**src/rtl/dds_cfg_pkg.sv**
```systemverilog
// Package: shared sizes for the synthesizer configuration loader.
// Assumes slot 0 holds the control byte and the remaining slots hold the
// tuning word, most significant byte first.
package dds_cfg_pkg;
    localparam int BYTE_W   = 8;
    localparam int N_SLOTS  = 5;
    // Bit positions inside slot 0 (fixed by the core that decodes them)
    localparam int CTL_MULT = 0;
    localparam int CTL_SER  = 1;
    localparam int CTL_PDN  = 2;
    localparam int PH_LSB   = 3;
endpackage

```
**src/rtl/dds_stage_reg.sv**
```systemverilog
// Module: staging register for the configuration word.
// In parallel mode, each write stores the byte into the slot the internal
// pointer selects, and the pointer then advances. It stops after the last slot.
// In serial mode, each write shifts one bit in at the top, so the first bit
// ends up at bit 0 after a full word.
// Assumes an update and a write in the same cycle: the write is dropped.
module dds_stage_reg #(
    parameter int BYTE_W  = dds_cfg_pkg::BYTE_W,
    parameter int N_SLOTS = dds_cfg_pkg::N_SLOTS,
    localparam int TOT_W  = BYTE_W * N_SLOTS,
    localparam int PTR_W  = $clog2(N_SLOTS + 1)
) (
    input  logic              clk,
    input  logic              rst_n,
    input  logic              wr_stb,
    input  logic [BYTE_W-1:0] par_byte,
    input  logic              ser_bit,
    input  logic              upd_stb,
    input  logic              ser_mode,
    output logic [TOT_W-1:0]  stg_word
);
    logic [TOT_W-1:0] stg_q, stg_d;
    logic [PTR_W-1:0] ptr_q;
    logic             par_wr;

    assign par_wr = wr_stb && !upd_stb && !ser_mode && (ptr_q < PTR_W'(N_SLOTS));

    // Next staged word: a serial shift, or one slot replaced by the bus byte
    always_comb begin
        stg_d = stg_q;
        if (wr_stb && !upd_stb && ser_mode) begin
            stg_d = {ser_bit, stg_q[TOT_W-1:1]};
        end else if (par_wr) begin
            for (int i = 0; i < N_SLOTS; i++) begin
                if (ptr_q == PTR_W'(i))
                    stg_d[(N_SLOTS-1-i)*BYTE_W +: BYTE_W] = par_byte;
            end
        end
    end

    // Register the staged word and the slot pointer
    always_ff @(posedge clk) begin
        if (!rst_n) begin
            stg_q <= '0;
            ptr_q <= '0;
        end else begin
            stg_q <= stg_d;
            if (upd_stb)
                ptr_q <= '0;
            else if (par_wr)
                ptr_q <= ptr_q + PTR_W'(1);
        end
    end

    assign stg_word = stg_q;

    // The pointer never passes the stop position after the last slot
    assert_ptr_range_R3: assert property (@(posedge clk) disable iff (!rst_n)
        ptr_q <= PTR_W'(N_SLOTS));

    // An update sends the pointer back to slot 0
    assert_ptr_restart_R4: assert property (@(posedge clk) disable iff (!rst_n)
        upd_stb |=> (ptr_q == '0));

    // Writes past the last slot leave the staged word untouched
    assert_overflow_hold_R3: assert property (@(posedge clk) disable iff (!rst_n)
        (wr_stb && !upd_stb && !ser_mode && ptr_q == PTR_W'(N_SLOTS)) |=> $stable(stg_q));
endmodule

```
**src/rtl/dds_field_split.sv**
```systemverilog
// Module: splits the staged word into its fields.
// Assumes slot 0 is the top byte and the tuning word is the lower slots.
module dds_field_split #(
    parameter int BYTE_W  = dds_cfg_pkg::BYTE_W,
    parameter int N_SLOTS = dds_cfg_pkg::N_SLOTS,
    localparam int TOT_W  = BYTE_W * N_SLOTS,
    localparam int FTW_W  = BYTE_W * (N_SLOTS - 1),
    localparam int PH_W   = BYTE_W - dds_cfg_pkg::PH_LSB
) (
    input  logic [TOT_W-1:0] word,
    output logic [FTW_W-1:0] ftw,
    output logic [PH_W-1:0]  phase,
    output logic             pdn,
    output logic             ser_req,
    output logic             mult
);
    logic [BYTE_W-1:0] ctl;

    // Pick the control byte and its fields
    always_comb begin
        ctl     = word[TOT_W-1 -: BYTE_W];
        ftw     = word[FTW_W-1:0];
        phase   = ctl[BYTE_W-1:dds_cfg_pkg::PH_LSB];
        pdn     = ctl[dds_cfg_pkg::CTL_PDN];
        ser_req = ctl[dds_cfg_pkg::CTL_SER];
        mult    = ctl[dds_cfg_pkg::CTL_MULT];
    end
endmodule

```
**src/rtl/dds_active_reg.sv**
```systemverilog
// Module: active configuration registers and the loading-mode flag.
// Loads every field on an update. Sets the serial flag when an update in
// parallel mode carries the serial request. Only reset clears the flag.
module dds_active_reg #(
    parameter int FTW_W = 32,
    parameter int PH_W  = 5
) (
    input  logic             clk,
    input  logic             rst_n,
    input  logic             upd_stb,
    input  logic [FTW_W-1:0] s_ftw,
    input  logic [PH_W-1:0]  s_phase,
    input  logic             s_pdn,
    input  logic             s_ser_req,
    input  logic             s_mult,
    output logic [FTW_W-1:0] ftw,
    output logic [PH_W-1:0]  phase,
    output logic             pdn,
    output logic             mult,
    output logic             ser_mode
);
    // Copy the staged fields on an update
    always_ff @(posedge clk) begin
        if (!rst_n) begin
            ftw   <= '0;
            phase <= '0;
            pdn   <= 1'b0;
            mult  <= 1'b0;
        end else if (upd_stb) begin
            ftw   <= s_ftw;
            phase <= s_phase;
            pdn   <= s_pdn;
            mult  <= s_mult;
        end
    end

    // Sticky serial-mode flag
    always_ff @(posedge clk) begin
        if (!rst_n)
            ser_mode <= 1'b0;
        else if (upd_stb && s_ser_req)
            ser_mode <= 1'b1;
    end

    // Outputs hold unless an update occurred
    assert_outputs_hold_R2: assert property (@(posedge clk) disable iff (!rst_n)
        !upd_stb |=> $stable({ftw, phase, pdn, mult}));

    // Serial request applied in parallel mode enters serial mode
    assert_serial_entry_R7: assert property (@(posedge clk) disable iff (!rst_n)
        (!ser_mode && upd_stb && s_ser_req) |=> ser_mode);

    // Serial mode is left only through reset
    assert_serial_sticky_R9: assert property (@(posedge clk) disable iff (!rst_n)
        ser_mode |=> ser_mode);
endmodule

```
**src/rtl/dds_cfg_loader.sv**
```systemverilog
// Module: top of the configuration word loader.
// Connects the staging register, the field split and the active registers.
// All strobes are one-cycle enables on clk.
module dds_cfg_loader #(
    parameter int BYTE_W  = dds_cfg_pkg::BYTE_W,
    parameter int N_SLOTS = dds_cfg_pkg::N_SLOTS,
    localparam int TOT_W  = BYTE_W * N_SLOTS,
    localparam int FTW_W  = BYTE_W * (N_SLOTS - 1),
    localparam int PH_W   = BYTE_W - dds_cfg_pkg::PH_LSB
) (
    input  logic              clk,
    input  logic              rst_n,
    input  logic              wr_stb,
    input  logic [BYTE_W-1:0] par_byte,
    input  logic              ser_bit,
    input  logic              upd_stb,
    output logic [FTW_W-1:0]  tuning_word,
    output logic [PH_W-1:0]   phase_off,
    output logic              pwr_down,
    output logic              mult_en,
    output logic              serial_mode
);
    logic [TOT_W-1:0] stg_word;
    logic [FTW_W-1:0] s_ftw;
    logic [PH_W-1:0]  s_phase;
    logic             s_pdn, s_ser_req, s_mult;

    dds_stage_reg #(.BYTE_W(BYTE_W), .N_SLOTS(N_SLOTS)) u_stage (
        .clk(clk), .rst_n(rst_n), .wr_stb(wr_stb), .par_byte(par_byte),
        .ser_bit(ser_bit), .upd_stb(upd_stb), .ser_mode(serial_mode),
        .stg_word(stg_word)
    );

    dds_field_split #(.BYTE_W(BYTE_W), .N_SLOTS(N_SLOTS)) u_split (
        .word(stg_word), .ftw(s_ftw), .phase(s_phase), .pdn(s_pdn),
        .ser_req(s_ser_req), .mult(s_mult)
    );

    dds_active_reg #(.FTW_W(FTW_W), .PH_W(PH_W)) u_active (
        .clk(clk), .rst_n(rst_n), .upd_stb(upd_stb), .s_ftw(s_ftw),
        .s_phase(s_phase), .s_pdn(s_pdn), .s_ser_req(s_ser_req),
        .s_mult(s_mult), .ftw(tuning_word), .phase(phase_off),
        .pdn(pwr_down), .mult(mult_en), .ser_mode(serial_mode)
    );

    // Reset leaves every output cleared on the next cycle
    assert_reset_clear_R10: assert property (@(posedge clk)
        !rst_n |=> (tuning_word == '0 && phase_off == '0 && !pwr_down &&
                    !mult_en && !serial_mode));
endmodule

```
**config.mk**
```make
export PLATFORM = sky130hd
export DESIGN_NAME = dds_cfg_loader
export DESIGN_NICKNAME = d
export VERILOG_FILES = /design/src/rtl/dds_cfg_pkg.sv /design/src/rtl/dds_stage_reg.sv /design/src/rtl/dds_field_split.sv /design/src/rtl/dds_active_reg.sv /design/src/rtl/dds_cfg_loader.sv
export SDC_FILE = /design/constraint.sdc
export NUM_CORES = 1
export LEC_CHECK = 0
export ABC_AREA = 0
export BUFFER_PORTS_ARGS = -buffer_cell sky130_fd_sc_hd__buf_2
export CAP_MARGIN = 0
export CORE_UTILIZATION = 55
export CTS_CLUSTER_SIZE = 30
export DETAILED_ROUTE_END_ITERATION = 10
export GPL_ROUTABILITY_DRIVEN = 0
export PLACE_DENSITY = 0.86
export REMOVE_ABC_BUFFERS = 1
export SLEW_MARGIN = 20
export SYNTH_ARGS = -nofsm -noshare
export SYNTH_HDL_FRONTEND = slang
export SYNTH_SLANG_ARGS = --single-unit
```
**constraint.sdc**
```tcl
create_clock -name clk -period 2.3 [get_ports clk]
set_clock_uncertainty 0.05 [all_clocks]
set_input_delay 0.23 -clock clk [delete_from_list [all_inputs] [get_ports clk]]
set_output_delay 0.23 -clock clk [all_outputs]
set_load 0.005 [all_outputs]
```
### Word-level counts from Yosys, hierarchy flattened

Cells that the tools add are included.
W data, S select, Z words.

* bits in registers: 83
* input port bits: 13
* logic and storage cells: 45

* $add $sub $neg: 1
* $lt $le $gt $ge: 1
* eq/ne operators: 4
* mux-type cells: 7
* bitwise logic cells: 1
* reduce and logical (&&, ||, !) cells: 20

Operator list (number)
* $mux W40: 2
* $mux W8: 5
* $reduce_bool A2 Y1: 6
* $reduce_and A2 Y1: 5
* $eq A3 B2 Y1 const B: 2
* $logic_and A1 B1 Y1: 5
* $add A3 B1 Y3 const B: 1
* $eq A3 B1 Y1 const B: 1
* $eq A3 B3 Y1 const B: 1
* $logic_not A3 Y1: 1
* $lt A3 B3 Y1 const B: 1
* $logic_not A1 Y1: 2
* $reduce_or A2 Y1: 1
* $not A1 Y1: 1

### Depth between registers and ports, before layout

Gate-level depths: netlist (run 1).

* word-level depth: 6
* gate-level depth with buffers: 7
* gate-level depth less buffers: 5

### Hierarchy

Synthesis (run 1) repeated with hierarchy kept, for this count alone.

* cell total of the unflattened synthesis: 407
* area, all modules: 3988.8 um^2

By module, submodules not included
* dds_stage_reg: instances 1, cells each 238, area each 2135.8 um^2, seq. area each 860.8 um^2
* dds_active_reg: instances 1, cells each 129, area each 1552.7 um^2, seq. area each 800.8 um^2
* dds_field_split: instances 1, cells each 40, area each 300.3 um^2, seq. area each 0.0 um^2

### Least setup slack after synthesis (run 1)

OpenSTA, ideal clock, no wires.

* path kind: register to register
* from: register u_stage.ptr_q[0]
* to: register u_stage.stg_q[0] (netlist: u_stage.stg_word[0])
* library setup time: 0.086 ns
* arrival time: 1.551 ns
* path slack: 0.612 ns
* stages on the path, launching flop included: 8
* buffers on the path: 2
* cell sequence: dfxtp_1 > inv_1 > ha_1 > buf_2 > nand4bb_1 > or2_1 > buf_2 > a221oi_2

* cells in the longest elaborated chain, start to end: 4
* elaborated cells on any way between the ends: 6
* classes of those cells: order compare (1); eq/ne (1); reduce/logical (4)

RTL lines
* start, declared: line dds_stage_reg.sv:23 `logic [PTR_W-1:0] ptr_q;`
* start signal, assigned: line dds_stage_reg.sv:51 `ptr_q <= ptr_q + PTR_W'(1);`
* $lt A3 B3 Y1: line dds_stage_reg.sv:26 `assign par_wr = wr_stb && !upd_stb && !ser_mode && (ptr_q < PTR_W'(N_SLOTS));`
* $logic_and A1 B1 Y1: line dds_stage_reg.sv:26
* $reduce_bool A2 Y1 (no source line)
* $reduce_and A2 Y1 (no source line) (*)
* end signal, assigned: line dds_stage_reg.sv:47 `stg_q <= stg_d;`
* end, declared: line dds_stage_reg.sv:22 `logic [TOT_W-1:0] stg_q, stg_d;`

Mark *: on every way between the ends. The rest lies on a longest branch, timed or not.
A chain may end at the register's enable or synchronous reset.

### Final worst setup path (run 1)

* from: register u_stage.ptr_q[0]
* to: register u_stage.stg_q[2] (netlist: u_stage.stg_word[2])

Same word-level chain as after synthesis.

==> results of run 1 <==
## critical path, stage by stage (launching register included)
cell and delay, ns:
dfxtp_1 0.40, inv_1 0.12, ha_1 0.38, nand4bb_1 0.29
or2_1 0.42, a221oi_2 0.29
## metrics by stage
stage	instances	instance area, sq um	hold WS [ns]
3_5_place_dp	472	3780	0.427
6_report	488	4000	0.0923
3_3_place_gp	472	3780	0.418
4_1_cts	488	4000	0.0816
2_1_floorplan	338	3380	0.318
5_1_grt	488	4000	0.126
## registers in the layout (all words and copies together) (netlist names)
signal             cells
u_active.phase         5
u_active.pdn           1
u_stage.ptr_q          3
u_stage.stg_word      40
u_active.ftw          32
u_active.ser_mode      1
u_active.mult          1
## cell type report
type                    instances  area, sq um
clock buffers                  13          169
clock inverters                 3         45.0
fillers                       502         2060
inverters                       7         26.3
multi-input cells             248         1690
flip-flops and latches         83         1660
well taps                      75         93.8
repair buffers                 59          313
## layout by cell type, fill, tap and decap left out, types with 2 or more instances in the layout
cell type	Yosys	routed
nand2_1	10	10
a32oi_1	10	10
nand3_1	5	5
ha_1	5	5
clkbuf_8	0	12
o21ai_0	16	16
o2111ai_1	8	8
a31oi_1	15	15
o21ai_1	17	17
mux2i_1	47	47
a221oi_1	4	4
a21oi_1	26	26
a221oi_2	4	4
clkinvlp_4	0	2
nor2_1	49	49
buf_2	14	52
nand4bb_1	2	2
dfxtp_1	83	83
buf_4	0	7
o211ai_1	17	17
a211oi_1	2	2
inv_1	6	6
## power by group
group	total (mW)	internal (mW)	switching (mW)
clock network	1.10	0.591	0.508
registers	1.48	1.46	0.0196
logic	0.194	0.0683	0.125
total	2.77	2.12	0.653
## Yosys cell counts
library cell  count
dfxtp_1          83
nor2_1           49
mux2i_1          47
a21oi_1          26
clkbuf_1         18
o211ai_1         17
o21ai_1          17
o21ai_0          16
a31oi_1          15
buf_2            14
a32oi_1          10
nand2_1          10
o2111ai_1         8
inv_1             6
ha_1              5
nand3_1           5
a221oi_1          4
a221oi_2          4
buf_1             4
a211oi_1          2
nand4bb_1         2
and3_1            1
and3b_1           1
and4b_1           1
inv_2             1
nand2b_1          1
nand3b_1          1
nor3b_1           1
nor4b_4           1
o21a_1            1
or2_1             1
or3b_1            1
or4b_1            1
## layer usage
layer  GRT usage  routed length, um  vias up
met2       0.435               3780      102
met4       0.123                192        0
met5           0                  0        -
met3      0.0736                501       17
met1       0.331               3610     1425
li1            -                  -     1440
## logic make-up after synthesis
| family | count (synthesis) | share of synthesized area |
|---|---|---|
| flops | 83 | 0.471 |
| simple gates | 76 | 0.103 |
| mux | 47 | 0.133 |
| fa+ha+maj | 5 | 0.0177 |
| buf+inv | 43 | 0.0507 |
| compound gates | 120 | 0.224 |
## path summary, 6_finish.rpt
check | from | end | cells after the start
worst max-delay path | u_stage.ptr_q[0] | u_stage.stg_word[2] | 5
worst min register to register | u_active.ftw[11] | u_active.ftw[11] | 2
worst min-delay path | ser_bit | u_stage.stg_word[39] | 3
worst max register to register | u_stage.ptr_q[0] | u_stage.stg_word[2] | 5
==> results.md, run 1 <==
* Status: complete, no violations
* Core area at 6060 sq um
* Dpl ws at 0.340 ns
* Post-Syn Area at 3530 sq um
* CTS Buffer Depth at 2
* Row cnt at 28
* Peak Freq at 0.490 GHz
* Post-CTS resize count at 0
* Final wirelength at 8090 um
* Leak at 1.67 nW
* Unrepaired setup endpoints after global routing: no
* Synth top area cells: dfxtp_1, mux2i_1, nor2_1, a21oi_1, o211ai_1
* Via Count at 2984
* CP max FO at 10
* Syn. warnings at 0
* IO Pins at 53
* WS Path Type: reg -> reg
* Vias per cell at 6.11
* CTS tree: done
* Share of the synthesized area in the top cell type at 0.471
* Total global routing track utilization at 0.268
* Mapped Cells at 374
* Number of I/O port buffers at 52
* Number of max-cap violations at 0
* Layout cell share with drive strength beyond 1 at 0.194
* Peak VDD IR at 0.551 mV
* Critical Path End Type: flop
* Required time worst endpoint at 2.52 ns
* H-tree depth at 3
* Worst R2R Setup Slack at 0.26 ns
* Clk root buf: clkbuf_8
* Antenna violations before repair at 0
* Die width at 82.1 um
* Die height at 82.1 um
* Clock latency on the worst-skew pair at 0.36 ns
* Fin crit share at 0.887
* Postcts setup bufs at 0
* ANT nets after route at 0
* Initial drt markers at 240
* Drt first pass iters at 5
* Worst hold path type: in -> reg
* Die Area at 6740 sq um
* Synth cell types at 33
* Hold buffer count at CTS at 0
* Arrival @ worst endpoint at 2.26 ns
* Final Critical Period at 2.04 ns
* Power Density at 693 nW/um^2
* Nets@finish at 426
* Initial core utilization at 0.582
* Vias in the first global route at 2849
* Synth Area per Inst at 9.44 sq um
* CTS Buf Count at 9
* Final hold violation count at 0
* Seq cells post-synth at 83
* Max Slew Vio Count at 0
* DR WL/cell at 16.6 um
* Startpoint Class: flop
* Setup TNS at 0 ns
* Post-Route Utilization at 0.660
* Area Growth Syn to Fin at 13.3%
* DP HPWL at 5310 um
* Slew headroom at 0.355
* Largest net degree at the start of global routing at 58
* First-pass GRT wire length at 13500 um
* GRT overflow at 0
* Final worst slack at 0.261 ns
* Library cell with the largest summed area after synthesis: dfxtp_1
* Diode count at 0
* Clock-pin slew on the worst setup and hold paths at 0.09 ns
* Least-Margin Pin Slew at 0.965 ns
* Power Total at 2.77 mW
* Clock sinks at 83
* Sequential fraction of the synthesis area at 0.471
* Final setup fails at 0
* DRC viols at 0
No activity file was read; power rests on OpenSTA's default activity.
==> inputs of run 2 (changes only) <==
--- a/config.mk
+++ b/config.mk
@@ -9,10 +9,10 @@
 export BUFFER_PORTS_ARGS = -buffer_cell sky130_fd_sc_hd__buf_2
 export CAP_MARGIN = 0
 export CORE_UTILIZATION = 55
-export CTS_CLUSTER_SIZE = 30
+export CTS_CLUSTER_SIZE = 24
 export DETAILED_ROUTE_END_ITERATION = 10
 export GPL_ROUTABILITY_DRIVEN = 0
-export PLACE_DENSITY = 0.86
+export PLACE_DENSITY = 0.77
 export REMOVE_ABC_BUFFERS = 1
 export SLEW_MARGIN = 20
 export SYNTH_ARGS = -nofsm -noshare
==> results.md, run 2 (synthesis gave the netlist of run 1 again) <==
* Status: complete, no violations
* Largest net degree at the start of global routing at 58
* Least-Margin Pin Slew at 0.984 ns
* Critical Path End Type: flop
* Antenna violations before repair at 0
* Leak at 1.69 nW
* Required time worst endpoint at 2.50 ns
* Cell count of the worst reg-to-reg path at 5
* Final hold violation count at 0
* WS Path Type: reg -> reg
* Vias per cell at 6.04
* Row cnt at 28
* Via Count at 2956
* Number of I/O port buffers at 52
* Number of max-cap violations at 0
* Hold buffer count at CTS at 0
* Clock-pin slew on the worst setup and hold paths at 0.08 ns
* Die width at 82.1 um
* Nets@finish at 427
* Core area at 6060 sq um
* Final setup fails at 0
* IO Pins at 53
* Commonest non-fill, non-tap cell in the layout: dfxtp_1
* Initial core utilization at 0.582
* Clk root buf: clkbuf_8
* DP Cell Count at 473
* CTS Buffer Depth at 2
* FF-to-FF Start: u_stage.ptr_q[0]
* Die Area at 6740 sq um
* CP max FO at 10
* CP Launch Point: u_stage.ptr_q[0]
* Max reg flops at 40
* Cell Count, Final, Fillers Out at 489
* Total global routing track utilization at 0.261
* Peak Freq at 0.495 GHz
* CTS tree: done
* DP Area at 3790 sq um
* Startpoint Class: flop
* Slew headroom at 0.344
* Post-CTS resize count at 0
* Clock latency on the worst-skew pair at 0.34 ns
* Highest-count cells in the layout ignoring fill and taps: dfxtp_1, buf_2, nor2_1
* Clock sinks at 83
* Worst R2R Setup Slack at 0.28 ns
* Initial drt markers at 224
* H-tree depth at 3
* Final Instance Area at 4040 sq um
* Reg-to-reg endpoint: u_stage.stg_word[0]
* Final Critical Period at 2.02 ns
* DP HPWL at 5080 um
* Unrepaired setup endpoints after global routing: no
* Layout cell share with drive strength beyond 1 at 0.198
* Arrival @ worst endpoint at 2.22 ns
* Vias in the first global route at 2729
* Area Growth Syn to Fin at 14.5%
* Max Slew Vio Count at 0
* Die height at 82.1 um
* DR WL/cell at 16.2 um
* Power Density at 728 nW/um^2
* CTS Buf Count at 9
* Final wirelength at 7940 um
* Setup TNS at 0 ns
* GRT overflow at 0
* Peak VDD IR at 0.431 mV
* ANT nets after route at 0
* Postcts setup bufs at 0
* Drt first pass iters at 5
* Filler instances at 484
* DRC viols at 0
* Worst hold path type: in -> reg
* First-pass GRT wire length at 13200 um
* Fin crit share at 0.879
* Critical path endpoint: u_stage.stg_word[0]
* Diode count at 0
[run 2: area by class of cell]
class,count,area (sq um),share of cell area
Clock buffer,10,138,0.0341
Tap cell,75,93.8,0.0232
Sequential cell,83,1660,0.411
Inverter,7,26.3,0.00650
Clock inverter,6,113,0.0279
Timing Repair Buffer,60,320,0.0793
Multi-Input combinational cell,248,1690,0.418
[run 2: worst min path at each step]
stage,start,end,slack [ns],cells after the start
2_1_floorplan,rst_n,u_stage.stg_word[16],0.32,2
3_3_place_gp,u_active.ftw[12],u_active.ftw[12],0.42,2
3_5_place_dp,u_active.ftw[16],u_active.ftw[16],0.42,2
4_1_cts,ser_bit,u_stage.stg_word[39],0.12,3
5_1_grt,ser_bit,u_stage.stg_word[39],0.13,3
6_report,ser_bit,u_stage.stg_word[39],0.13,3
[run 2: metrics by stage]
| stage | total power [mW] | utilization | setup slack, ns | hold slack (ns) |
|---|---|---|---|---|
| CTS | 2.95 | 0.667 | 0.294 | 0.117 |
| global route | 3.04 | 0.667 | 0.0761 | 0.126 |
| detailed placement | 1.70 | 0.626 | 0.310 | 0.425 |
| global placement | 1.70 | 0.626 | 0.412 | 0.416 |
| finish | 2.94 | 0.667 | 0.279 | 0.127 |
| floorplan | 1.61 | - | 0.0294 | 0.318 |
[run 2: per-layer routing]
layer	track usage	routed length, um	part of all wire	vias up
met4	0.160	223	0.028	0
li1	-	-	-	1449
met2	0.374	3520	0.44	103
met1	0.363	3740	0.47	1381
met5	0	0	0	-
met3	0.0440	453	0.057	23
[run 2: power by group]
part	switching (mW)	internal (mW)	total (mW)	leakage, nW
sequential	0.0193	1.46	1.48	0.670
clock	0.520	0.750	1.27	0.115
combinational	0.126	0.0685	0.194	0.908
[run 2: worst max-delay path, stage by stage (launching register included)]
cell       delay (ns)
dfxtp_1          0.40
inv_1            0.12
ha_1             0.36
nand4bb_1        0.30
or2_1            0.43
a221oi_2         0.27
==> inputs of run 3 (changes only) <==
--- a/config.mk
+++ b/config.mk
@@ -12,6 +12,7 @@
 export CTS_CLUSTER_SIZE = 24
 export DETAILED_ROUTE_END_ITERATION = 10
 export GPL_ROUTABILITY_DRIVEN = 0
+export MAX_ROUTING_LAYER = met4
 export PLACE_DENSITY = 0.77
 export REMOVE_ABC_BUFFERS = 1
 export SLEW_MARGIN = 20
==> results.md, run 3 (synthesis gave the netlist of run 1 again) <==
* Vias in the first global route at 2726
* IO Pins at 53
* Final Critical Period at 2.01 ns
* Leak at 1.69 nW
* GRT overflow at 0
* H-tree depth at 3
* Fin crit share at 0.876
* Max Slew Vio Count at 0
* Setup TNS at 0 ns
* CTS Buf Count at 9
* Critical Path End Type: flop
* CTS Buffer Depth at 2
* Initial drt markers at 274
* Clock latency on the worst-skew pair at 0.34 ns
* CP max FO at 10
* Sw Pwr at 0.663 mW
* Worst hold path type: in -> reg
* Startpoint Class: flop
* Number of max-cap violations at 0
* CTS tree: done
* Internal power at 2.28 mW
* Cell count of the worst reg-to-reg path at 5
* Status: complete, no violations
* Reg-to-reg endpoint: u_stage.stg_word[1]
* Post-CTS resize count at 0
* Max reg flops at 40
* CP Launch Point: u_stage.ptr_q[0]
* Gate power share at 0.066
* Arrival @ worst endpoint at 2.22 ns
* Critical Path Slowest Stage Cell: or2_1
* Number of I/O port buffers at 52
* Clk root buf: clkbuf_8
* First-pass GRT wire length at 13200 um
* Final wirelength at 7980 um
* DP Cell Count at 473
* Core area at 6060 sq um
* Layout cell share with drive strength beyond 1 at 0.198
* Initial core utilization at 0.582
* Largest net degree at the start of global routing at 58
* Clk network pwr share at 0.431
* Commonest non-fill, non-tap cell in the layout: dfxtp_1
* DP HPWL at 5080 um
* Antenna violations before repair at 0
* Power Density at 728 nW/um^2
* Via Count at 2951
* Slew headroom at 0.353
* Die width at 82.1 um
* WS Path Type: reg -> reg
* CP peak stage delay at 0.43 ns
* Diode count at 0
* Postcts setup bufs at 0
* Hold path cells at 3
* Die height at 82.1 um
* Dpl ws at 0.310 ns
* Peak VDD IR at 0.431 mV
* Total global routing track utilization at 0.268
* Clock sinks at 83
* Nets@finish at 427
* Hold buffer count at CTS at 0
* Final setup fails at 0
* Peak Freq at 0.496 GHz
* Worst-path cell chain: inv_1, ha_1, nand4bb_1, or2_1, a221oi_2
* Cell Count, Final, Fillers Out at 489
* DR WL/cell at 16.3 um
* DRC viols at 0
* Clock-pin slew on the worst setup and hold paths at 0.08 ns
* Required time worst endpoint at 2.50 ns
* FF-to-FF Start: u_stage.ptr_q[0]
* Unrepaired setup endpoints after global routing: no
* Final worst slack at 0.286 ns
* Vias per cell at 6.03
* End point of the worst hold path: u_stage.stg_word[39]
* Least-Margin Pin Slew at 0.971 ns
* Highest-count cells in the layout ignoring fill and taps: dfxtp_1, buf_2, nor2_1
* Delay-heaviest family, CP: simple AND/OR/NAND/NOR gates
* Min-delay src: ser_bit
* Die Area at 6740 sq um
* Row cnt at 28
* Worst R2R Setup Slack at 0.29 ns
* Switching share of power at 0.225
* Area Growth Syn to Fin at 14.5%
* WP buf/inv at 1
* Final hold violation count at 0
* Drt first pass iters at 4
* ANT nets after route at 0
* Register share of total power at 0.503
==> run 3: cell counts in the layout (fill, tap and decap cells not counted) <==
Identical to the previous run, type by type.
==> run 3: power by group through the flow <==
stage                     combinational [mW]  clock, mW  sequential (mW)
after CTS                              0.193       1.28             1.48
after detailed placement               0.192          0             1.51
final                                  0.194       1.27             1.48
after global placement                 0.189          0             1.51
after global routing                   0.213       1.34             1.48
after floorplan                        0.104          0             1.51
==> run 3: layout make-up <==
type | instances | area, sq um
sequential | 83 | 1660
inverter | 7 | 26.3
timing repair buffer | 60 | 320
multi-input combinational | 248 | 1690
clock inverter | 6 | 113
fill | 484 | 2020
tap | 75 | 93.8
clock buffer | 10 | 138
==> run 3: worst reg2reg max path, delay by kind of cell, from the launching register on <==
family / cells / cell delay, ns
DFF: 1 / 0.39
and+or+nand+nor: 2 / 0.73
AOI/OAI and AO/OA: 1 / 0.28
buffers and inverters: 1 / 0.12
adders and majority gates: 1 / 0.35
==> run 3: metal layers <==
metal	wire, um	global-route usage	part of all wire
met5	0	-	0
met3	445	0.0440	0.056
met2	3550	0.374	0.44
met1	3730	0.362	0.47
met4	258	0.160	0.032
==> run 3: worst max-delay path by stage <==
stage | slack [ns] | end | cells after the start
finish | 0.29 | u_stage.stg_word[1] | 5
global route | 0.08 | u_stage.stg_word[2] | 5
CTS | 0.29 | u_stage.stg_word[1] | 5
detailed placement | 0.31 | u_stage.stg_word[1] | 5
global placement | 0.41 | u_stage.stg_word[2] | 5
floorplan | 0.03 | u_stage.stg_word[0] | 3
==> run 3: through the flow <==
step	utilization	hold slack, ns	power [mW]	area [sq um]
after CTS	0.667	0.117	2.95	4040
after global placement	0.626	0.416	1.70	3790
after global routing	0.667	0.126	3.04	4040
final	0.667	0.124	2.94	4040
after floorplan	-	0.318	1.61	3380
after detailed placement	0.626	0.425	1.70	3790
